[src/rtl/aux_pkg.sv]
package aux_pkg;

    localparam logic [3:0] CODE_MAIN = 4'b1010;
    localparam logic [3:0] CODE_AUX  = 4'b1011;
    localparam int         LOCK_POS  = 1;
    localparam logic [7:0] ERASED    = 8'hFF;

    typedef enum logic [2:0] {
        RG_NONE = 3'd0,
        RG_MAIN = 3'd1,
        RG_SECT = 3'd2,
        RG_LOCK = 3'd3,
        RG_UID  = 3'd4
    } region_e;

    typedef enum logic [1:0] {
        SS_IDLE = 2'd0,
        SS_MAIN = 2'd1,
        SS_AUX  = 2'd2
    } sess_e;

    typedef struct packed {
        logic [3:0] code;
        logic [2:0] chip;
        logic       rd;
    } devword_t;

    typedef struct packed {
        logic       vld;
        logic       ok;
    } ackword_t;

    // sel = word-address bits 10:9
    function automatic region_e aux_target(input logic [1:0] sel);
        if (sel[0])
            return RG_UID;
        else if (sel[1])
            return RG_LOCK;
        else
            return RG_SECT;
    endfunction

    function automatic logic [7:0] lock_byte(input logic lk);
        logic [7:0] b;
        b = '0;
        b[LOCK_POS] = lk;
        return b;
    endfunction

endpackage

[src/rtl/aux_session.sv]
module aux_session
    import aux_pkg::*;
#(
    parameter int IDX_W  = 7,
    parameter int UIDX_W = 4
) (
    input  logic             clk,
    input  logic             rst,
    input  logic [2:0]       chip_pins,
    input  logic             dev_stb,
    input  logic [7:0]       dev_byte,
    input  logic             wa_stb,
    input  logic [7:0]       wa_byte,
    input  logic             end_stb,
    input  logic             adv,
    output sess_e            sess,
    output region_e          tgt,
    output logic [IDX_W-1:0] ptr,
    output logic             dev_ack
);

    devword_t dw;
    logic     chip_ok, hit_main, hit_aux;
    logic     phase_q;
    logic [1:0] sel_q;
    region_e  new_tgt;
    logic [IDX_W-1:0] new_ptr;
    logic [IDX_W-1:0] nxt_ptr;

    assign dw       = devword_t'(dev_byte);
    assign chip_ok  = (dw.chip == chip_pins);
    assign hit_main = chip_ok && (dw.code == CODE_MAIN);
    assign hit_aux  = chip_ok && (dw.code == CODE_AUX);
    assign dev_ack  = hit_main || hit_aux;

    always_comb begin
        new_tgt = aux_target(sel_q);
        case (new_tgt)
            RG_UID:  new_ptr = IDX_W'(wa_byte[UIDX_W-1:0]);
            RG_LOCK: new_ptr = '0;
            default: new_ptr = wa_byte[IDX_W-1:0];
        endcase
    end

    always_comb begin
        if (tgt == RG_UID)
            nxt_ptr = IDX_W'(ptr[UIDX_W-1:0] + UIDX_W'(1));
        else
            nxt_ptr = ptr + IDX_W'(1);
    end

    always_ff @(posedge clk) begin
        if (rst) begin
            sess    <= SS_IDLE;
            tgt     <= RG_SECT;
            ptr     <= '0;
            phase_q <= 1'b0;
            sel_q   <= 2'b00;
        end else if (dev_stb) begin
            sess    <= hit_aux ? SS_AUX : (hit_main ? SS_MAIN : SS_IDLE);
            phase_q <= 1'b0;
        end else if (end_stb) begin
            sess    <= SS_IDLE;
            phase_q <= 1'b0;
        end else if (wa_stb && sess == SS_AUX) begin
            if (!phase_q) begin
                sel_q   <= wa_byte[2:1];
                phase_q <= 1'b1;
            end else begin
                tgt     <= new_tgt;
                ptr     <= new_ptr;
                phase_q <= 1'b0;
            end
        end else if (adv) begin
            ptr <= nxt_ptr;
        end
    end

endmodule

[src/rtl/aux_store.sv]
module aux_store
    import aux_pkg::*;
#(
    parameter int DEPTH = 128,
    parameter int IDX_W = $clog2(DEPTH)
) (
    input  logic             clk,
    input  logic             rst,
    input  logic             we,
    input  logic [IDX_W-1:0] idx,
    input  logic [7:0]       wdata,
    input  logic             lock_set,
    output logic [7:0]       rdata,
    output logic             locked
);

    logic [7:0] mem [DEPTH];

    always_ff @(posedge clk) begin
        if (rst) begin
            for (int i = 0; i < DEPTH; i++)
                mem[i] <= ERASED;
        end else if (we && !locked) begin
            mem[idx] <= wdata;
        end
    end

    // one-time lock: no path back to zero except reset of the model
    always_ff @(posedge clk) begin
        if (rst)
            locked <= 1'b0;
        else if (lock_set)
            locked <= 1'b1;
    end

    assign rdata = mem[idx];

endmodule

[src/rtl/aux_read_mux.sv]
module aux_read_mux
    import aux_pkg::*;
#(
    parameter int ID_BYTES = 16,
    parameter int IDX_W    = 7,
    parameter int UIDX_W   = $clog2(ID_BYTES)
) (
    input  region_e               tgt,
    input  logic [IDX_W-1:0]      ptr,
    input  logic [7:0]            sec_rdata,
    input  logic                  locked,
    input  logic [ID_BYTES*8-1:0] uid,
    output logic [7:0]            rbyte
);

    logic [7:0] uid_b;

    always_comb begin
        uid_b = '0;
        for (int k = 0; k < ID_BYTES; k++) begin
            if (ptr[UIDX_W-1:0] == UIDX_W'(k))
                uid_b = uid[(ID_BYTES-1-k)*8 +: 8];
        end
    end

    always_comb begin
        case (tgt)
            RG_SECT: rbyte = sec_rdata;
            RG_LOCK: rbyte = lock_byte(locked);
            RG_UID:  rbyte = uid_b;
            default: rbyte = ERASED;
        endcase
    end

endmodule

[src/rtl/sec_aux_ctrl.sv]
module sec_aux_ctrl
    import aux_pkg::*;
#(
    parameter int SECT_BYTES = 128,
    parameter int ID_BYTES   = 16,
    parameter logic [ID_BYTES*8-1:0] UID_VALUE = 128'h5A3C_96E1_0F77_2B48_D10C_E95A_6633_81F4,
    localparam int IDX_W     = $clog2(SECT_BYTES),
    localparam int UIDX_W    = $clog2(ID_BYTES)
) (
    input  logic             clk,
    input  logic             rst,
    input  logic [2:0]       chip_pins,
    input  logic             dev_stb,
    input  logic [7:0]       dev_byte,
    input  logic             wa_stb,
    input  logic [7:0]       wa_byte,
    input  logic             wr_stb,
    input  logic [7:0]       wr_byte,
    input  logic             rd_stb,
    input  logic             end_stb,
    output logic             ack_vld,
    output logic             ack,
    output logic             rd_vld,
    output logic [7:0]       rd_data,
    output logic [2:0]       region,
    output logic [IDX_W-1:0] byte_idx,
    output logic             locked
);

    sess_e            sess;
    region_e          tgt;
    logic [IDX_W-1:0] ptr;
    logic             dev_ack;
    logic             aux_open;
    logic             wa_go, wr_go, rd_go;
    logic             wr_ok, sec_we, lock_set, adv;
    logic [7:0]       sec_rdata, rbyte;
    ackword_t         resp;

    assign aux_open = (sess == SS_AUX);
    // one event per cycle: device byte, then end, then address, write, read
    assign wa_go  = wa_stb && !dev_stb && !end_stb && aux_open;
    assign wr_go  = wr_stb && !dev_stb && !end_stb && !wa_stb && aux_open;
    assign rd_go  = rd_stb && !dev_stb && !end_stb && !wa_stb && !wr_stb && aux_open;

    assign wr_ok    = wr_go && !locked && (tgt == RG_SECT || tgt == RG_LOCK);
    assign sec_we   = wr_ok && (tgt == RG_SECT);
    assign lock_set = wr_ok && (tgt == RG_LOCK) && wr_byte[LOCK_POS];
    assign adv      = sec_we || (rd_go && tgt != RG_LOCK);

    aux_session #(
        .IDX_W  (IDX_W),
        .UIDX_W (UIDX_W)
    ) u_sess (
        .clk       (clk),
        .rst       (rst),
        .chip_pins (chip_pins),
        .dev_stb   (dev_stb),
        .dev_byte  (dev_byte),
        .wa_stb    (wa_stb),
        .wa_byte   (wa_byte),
        .end_stb   (end_stb),
        .adv       (adv),
        .sess      (sess),
        .tgt       (tgt),
        .ptr       (ptr),
        .dev_ack   (dev_ack)
    );

    aux_store #(
        .DEPTH (SECT_BYTES),
        .IDX_W (IDX_W)
    ) u_store (
        .clk      (clk),
        .rst      (rst),
        .we       (sec_we),
        .idx      (ptr),
        .wdata    (wr_byte),
        .lock_set (lock_set),
        .rdata    (sec_rdata),
        .locked   (locked)
    );

    aux_read_mux #(
        .ID_BYTES (ID_BYTES),
        .IDX_W    (IDX_W),
        .UIDX_W   (UIDX_W)
    ) u_rmux (
        .tgt       (tgt),
        .ptr       (ptr),
        .sec_rdata (sec_rdata),
        .locked    (locked),
        .uid       (UID_VALUE),
        .rbyte     (rbyte)
    );

    always_comb begin
        resp.vld = dev_stb || wa_go || wr_go;
        if (dev_stb)
            resp.ok = dev_ack;
        else if (wa_go)
            resp.ok = 1'b1;
        else
            resp.ok = wr_ok;
    end

    always_ff @(posedge clk) begin
        if (rst) begin
            ack_vld <= 1'b0;
            ack     <= 1'b0;
            rd_vld  <= 1'b0;
            rd_data <= '0;
        end else begin
            ack_vld <= resp.vld;
            ack     <= resp.vld && resp.ok;
            rd_vld  <= rd_go;
            if (rd_go)
                rd_data <= rbyte;
        end
    end

    always_comb begin
        case (sess)
            SS_MAIN: region = RG_MAIN;
            SS_AUX:  region = tgt;
            default: region = RG_NONE;
        endcase
    end

    assign byte_idx = aux_open ? ptr : '0;

endmodule

[config.mk]
export PLATFORM = sky130hd
export DESIGN_NAME = sec_aux_ctrl
export DESIGN_NICKNAME = d
export VERILOG_FILES = /design/src/rtl/aux_pkg.sv /design/src/rtl/aux_session.sv /design/src/rtl/aux_store.sv /design/src/rtl/aux_read_mux.sv /design/src/rtl/sec_aux_ctrl.sv
export SDC_FILE = /design/constraint.sdc
export NUM_CORES = 2
export LEC_CHECK = 0
export BUFFER_PORTS_ARGS = -buffer_cell sky130_fd_sc_hd__buf_2
export CORE_MARGIN = 3
export CORE_UTILIZATION = 45
export CTS_BUF_LIST = sky130_fd_sc_hd__clkbuf_4 sky130_fd_sc_hd__clkbuf_8
export CTS_CLUSTER_SIZE = 28
export DETAILED_ROUTE_END_ITERATION = 8
export HOLD_SLACK_MARGIN = 0.02
export PLACE_DENSITY_LB_ADDON = 0.3
export RECOVER_POWER = 25
export SYNTH_ARGS = -nofsm -noshare
export SYNTH_HDL_FRONTEND = slang
export SYNTH_HIERARCHICAL = 1
export SYNTH_SLANG_ARGS = --single-unit
[constraint.sdc]
create_clock -name clk -period 4.8 [get_ports clk]
set_clock_uncertainty 0.1 [all_clocks]
set_input_delay 0.24 -clock clk [delete_from_list [all_inputs] [get_ports clk]]
set_output_delay 0.24 -clock clk [all_outputs]
set_load 0.1 [all_outputs]
Word level (Yosys, flattened, before mapping)
Memories as Yosys holds them, arrays and structs flattened. A register that Yosys moved wholly into a read port is not among the register bits.
Index checks and enable logic that the tools add are counted.
{"block": "word_totals", "reg_bits": 27, "n_memories": 1, "wordCells": 127, "mem_bits_rw": 1024}
{"memory": "u_store.mem", "words": 128, "word_bits": 8, "rd": 1, "rd_ports_with_merged_regs": 1, "wr": 128, "line": "aux_store.sv:17", "text": "logic [7:0] mem [DEPTH];"}
{"block": "classes", "eq_ne": 27, "muxes": 43, "n_addsub": 2, "reduce_logical": 41, "bitwise_logic": 3}
{"operator": "2-to-1 mux 8 bit", "n": 15}
{"operator": "2-to-1 mux 7 bit", "n": 10}
{"operator": "equality test 4 bit, second input constant", "n": 10}
{"operator": "case mux 8 bit (3 select lines)", "n": 1}
{"operator": "logical AND 1 bit", "n": 23}
{"operator": "equality test 4 x 3 -> 1 bit, second input constant", "n": 4}
{"operator": "case mux 7 bit (2 select lines)", "n": 1}
{"operator": "AND reduction 4 bit", "n": 3}
{"operator": "2-to-1 mux 1 bit", "n": 11}
{"operator": "equality test 3 x 2 -> 1 bit, second input constant", "n": 3}
{"operator": "equality test 4 x 2 -> 1 bit, second input constant", "n": 2}
{"operator": "OR reduction 8 bit", "n": 1}
{"operator": "adder 7 x 1 -> 7 bit, second input constant", "n": 1}
{"operator": "equality test 3 bit, second input constant", "n": 2}
{"operator": "2-to-1 mux 2 bit", "n": 3}
{"operator": "case mux 3 bit (2 select lines)", "n": 1}
{"operator": "adder 4 x 1 -> 5 bit, second input constant", "n": 1}
{"operator": "logical NOT 1 bit", "n": 5}
{"operator": "logical OR 1 bit", "n": 5}
{"operator": "equality test 4 x 1 -> 1 bit, second input constant", "n": 1}
{"operator": "logical NOT 4 bit", "n": 1}
{"operator": "nonzero test 2 bit", "n": 2}
{"operator": "equality test 3 bit", "n": 1}
{"operator": "2-to-1 mux 3 bit", "n": 1}
{"operator": "other kinds (6)", "n": 8}

Longest topological paths before layout
{"block": "depth", "word_depth": 18, "depth_mapped": 17, "depth_no_buf": 13}

Cells and area by module
The synthesis kept the hierarchy.
{"module": "aux_store", "area_per_inst_um2": 48392.7, "cells_each": 3799, "n_inst": 1}
{"module": "aux_read_mux", "area_per_inst_um2": 1645.3, "cells_each": 256, "n_inst": 1}
{"module": "aux_session", "area_per_inst_um2": 887.1, "cells_each": 101, "n_inst": 1}
{"module": "sec_aux_ctrl", "area_per_inst_um2": 651.9, "cells_each": 74, "n_inst": 1}

Worst setup path after synthesis
Ideal clock, no wire load.
{"block": "synth_timing", "path_kind": "register to register", "start": "reg u_store.locked", "end": "mem u_store.mem[74][0], enable pin", "arrival_time_ns": 2.616, "path_buffers": 2, "path_slack_ns": 1.750, "stages_incl_launch_ff": 10, "setup_ns": 0.334, "t_required_ns": 4.366, "cell_sequence": "dfxtp_1 and4bb_1 nand2_1 nor2_1 nor3b_1 and2_1 clkbuf_1 clkbuf_1 nand2_1 nand2b_1"}
{"element": "from (decl)", "line": "aux_store.sv:14", "text": "output logic locked"}
{"element": "from (signal assigned)", "line": "aux_store.sv:31", "text": "locked <= 1'b0;"}
{"element": "from (signal assigned)", "line": "aux_store.sv:33", "text": "locked <= 1'b1;"}
{"element": "to (decl)", "line": "aux_store.sv:17"}

==> metrics.md <==
| Metric | Value |
|---|---|
| Status | `finished, final reports clean` |
| DP Wirelength | `about 110000 microns` |
| Layout cells sized above 1 | `about a third` |
| Vias in the first global route | `around 35000` |
| Die height | `around 340 microns` |
| CTS tree | `yes` |
| DR iter-0 viols | `between 4000 and 5000` |
| Via count | `37100` |
| Crit start category | `flip-flop` |
| Area after DPL | `54100 sq um` |
| Max FO, Critical Path | `12` |
| Commonest non-fill, non-tap cell in the layout | `edfxtp_1` |
| Dominant synthesized flop cell | `edfxtp_1` |
| Setup CP Type | `flip-flop to flip-flop` |
| Final RePlAce weighted congestion | `between 0.9 and 1` |
| Max incr delay on CP | `around 1100 ps` |
| Num CTS Buffers | `between 150 and 200` |
| Crit path required time | `5430 ps` |
| Post-synth cell types | `100` |
| Core ar. | `~110000 sq um` |
| P&R area growth vs syn | `11.7%` |
| Cell repeated most along the worst path | `nand2b_1` |
| RSZ-0062 raised after global routing | `no` |
| Final ANT Viol Nets | `0` |
| Register area | `roughly 31000 sq um` |
| Final WL | `between 150000 and 200000 microns` |
| Final Cycle Share | `between 90% and 100%` |
| WP data arrival | `between 5000 and 6000 ps` |
| Crit path cell chain | `nand2b_1, a221oi_1, nor4_1, a311oi_1, o221ai_1, o311ai_1, o31ai_1, buf_4, inv_1, o21ai_0, a32oi_1, o21ai_1, nand2b_1, mux2i_1` |
| Tot GR Track Use | `about 28%` |
| Die W | `about 340 microns` |
| Avg Vias per Cell | `a little over 6` |
| Min-delay worst type | `primary input to flip-flop` |
| Worst-margin pin slew | `1320 ps` |
| Setup bufs post-CTS | `0` |
| CP Buf/Inv Count | `2` |
| Initial core utilization | `a little under half` |
| GRT busiest layer | `met2` |
| Clock Pin Slew Worst Setup and Hold Paths | `roughly 60 ps` |
| Tot Pwr | `approximately 19 mW` |
| FFs w/ async S/R, synth | `0%` |
| Max-cap violations | `0` |
| Max Root-Sink Buffers | `3` |
| Syn_area_per_cell | `roughly 12 sq um` |
| Root Driver | `clkbuf_8` |
| Cell family with most CP delay | `compound AO/OA/AOI/OAI gates` |
| Port Buffers | `53` |
| Cell area power density | `approximately 330 nW/um^2` |
| CTS sink count | `approximately 1100` |
| GRT Residual Overflow | `0` |
| Worst rel slew slack | `11.7%` |
| Drt wl/cell | `28.0 microns` |
| Cells after Synth | `around 4200` |
| Most frequent cells in the layout | `edfxtp_1, or2_2, nand2_1` |
| DRT Pass-1 Iters | `8` |
| Final #Nets | `around 4500` |
| Seq cells post-synth | `between 1000 and 1500` |
| Max-slew violations | `0` |
| Leakage Power | `17.4 nW` |
| Drt drc | `0` |
| Die Footprint | `~120000 sq um` |
| Fin. Hold Viols | `0` |
| Multi-input gate area | `roughly 19000 sq um` |
| Worst-skew pair later-pin latency | `approximately 860 ps` |
| CTS H-tree depth | `4` |
| Fmax | `~210 MHz` |
| Post_cts resized | `0` |
| Maximum vdd drop | `between 0.2 and 0.25 mV` |
| YS warnings | `6` |
| Post-synth EDFFs | `around 1000` |
| Final worst path period need | `between 4000 and 5000 ps` |
| CP max stage cell | `dfxtp_1` |
| GR Layer Usage met1 | `roughly 38%` |
| Io pins | `56` |
| First-pass GRT wire length | `between 200000 and 250000 microns` |
| Final setup viols | `0` |
| Post-Syn Area | `51600 sq um` |
| # fillers | `9788` |
| Largest net degree at the start of global routing | `between 100 and 150` |
| Initial antenna violation count | `7` |
| # rows | `123` |
| Finished Cell Area | `approximately 58000 sq um` |
| Nature of the critical path endpoint | `flip-flop` |
| GRT met3 Usage | `approximately 6.6%` |
| GRT met2 Usage | `a little over two fifths` |
| Register area share after synthesis | `60.7%` |
| Setup TNS | `0 ps` |
==> state kept, by name, indices dropped and copies added (netlist names) <==
name and flops:
u_sess/ptr 7, ack_vld 1, u_sess/sess 2, u_sess/sel_q 2
u_store/mem 1024, rd_vld 1, rd_data 8, u_sess/tgt 3
ack 1, u_sess/phase_q 1, u_store/locked 1
==> area by class of cell <==
| type | instances | area share (%) |
|---|---|---|
| clock inverter | 61 | 0.662 |
| sequential | 1051 | 54.3 |
| multi-input combinational | 2945 | 33.1 |
| timing repair buffer | 246 | 3.44 |
| clock buffer | 243 | 5.09 |
| antenna | 3 | 0.0130 |
| tap | 1500 | 3.26 |
| inverter | 26 | 0.169 |
==> cells by family (layout without fill, tap and decap cells) <==
| kind of cell | Yosys count | after routing | synth area share [%] |
|---|---|---|---|
| AOI/OAI and AO/OA | 808 | 808 | 11.1 |
| xor gates and xnor gates | 4 | 4 | 0.0679 |
| adders and majority gates | 3 | 3 | 0.0728 |
| buffers and inverters | 366 | 576 | 3.40 |
| DFF | 1051 | 1051 | 60.7 |
| muxes | 217 | 217 | 4.92 |
| other | 2 | 137 | 0.0146 |
| and+or+nand+nor | 1779 | 1779 | 19.7 |
==> what timing repair did <==
| item | CTS | global route |
|---|---|---|
| hold buffers | 29 | 0 |
| endpoints found under the hold margin | 89 | 0 |
| setup endpoints to repair | 0 | 0 |
==> metrics by stage <==
stage | util [%] | cells | hold slack, ps | worst slack (ps)
after floorplan | - | 4362 | 216 | 1750
after global placement | 47.8 | 5739 | 360 | 651
after detailed placement | 47.8 | 5739 | 358 | 611
after CTS | 51.0 | 6072 | 68.9 | 581
after global routing | 50.9 | 6073 | 121 | 100
final | 50.9 | 6075 | 121 | 62.5
==> Yosys cell counts (all sizes together), types with 6 or more instances <==
cell type / n / area share, %
nand2b: 201 / 2.4
o2bb2ai: 7 / 0.12
mux4: 22 / 0.98
mux2i: 142 / 2.8
o31ai: 6 / 0.087
nand3: 31 / 0.30
a22o: 40 / 0.68
o21ai: 116 / 1.1
a21o: 6 / 0.087
a32o: 9 / 0.17
o211ai: 13 / 0.19
nor2: 107 / 0.81
o221ai: 27 / 0.46
edfxtp: 1024 / 60
a22oi: 103 / 1.5
o32ai: 9 / 0.15
clkbuf: 181 / 1.3
a222oi: 19 / 0.37
or2: 997 / 12
buf: 159 / 1.9
o22ai: 61 / 0.74
a311oi: 8 / 0.15
nor4: 11 / 0.13
o311ai: 11 / 0.19
nor3: 39 / 0.40
a21oi: 152 / 1.5
nor2b: 28 / 0.35
inv: 25 / 0.18
a221o: 12 / 0.23
a211oi: 18 / 0.28
a31oi: 29 / 0.35
nand2: 297 / 2.2
and2: 14 / 0.17
mux2: 53 / 1.2
nor3b: 11 / 0.17
dfxtp: 27 / 1.0
a221oi: 85 / 1.4
nand3b: 9 / 0.13
a32oi: 25 / 0.42
and3: 12 / 0.15
==> routing by layer <==
layer | up-vias | share of wire (%)
met5 | - | 0.011
met4 | 4 | 5.4
met3 | 449 | 11
met2 | 2391 | 45
met1 | 18300 | 39
li1 | 15900 | -
==> power breakdown <==
group	leakage [nW]	internal [mW]	switching, mW	total, mW
Sequential	9.65	10.4	0.110	10.5
Combinational	6.01	0.122	0.468	0.590
Clock	1.76	4.01	3.69	7.69
Total	17.4	14.5	4.26	18.8
==> path summary, 6_finish.rpt <==
check                             startpoint  slack [ps]  depth (start not counted)                          endpoint
setup / recovery  u_sess/ptr[4]$_SDFFE_PP0P_          60                         14           rd_data[5]$_SDFFE_PP0P_
hold / removal                    wr_byte[0]         120                          2  u_store/mem[59][0]$_SDFFCE_PN1P_
setup reg to reg  u_sess/ptr[4]$_SDFFE_PP0P_          60                         14           rd_data[5]$_SDFFE_PP0P_
hold reg to reg      rd_data[4]$_SDFFE_PP0P_         370                          2           rd_data[4]$_SDFFE_PP0P_
Note: power is estimated with default switching activity, not from simulation.
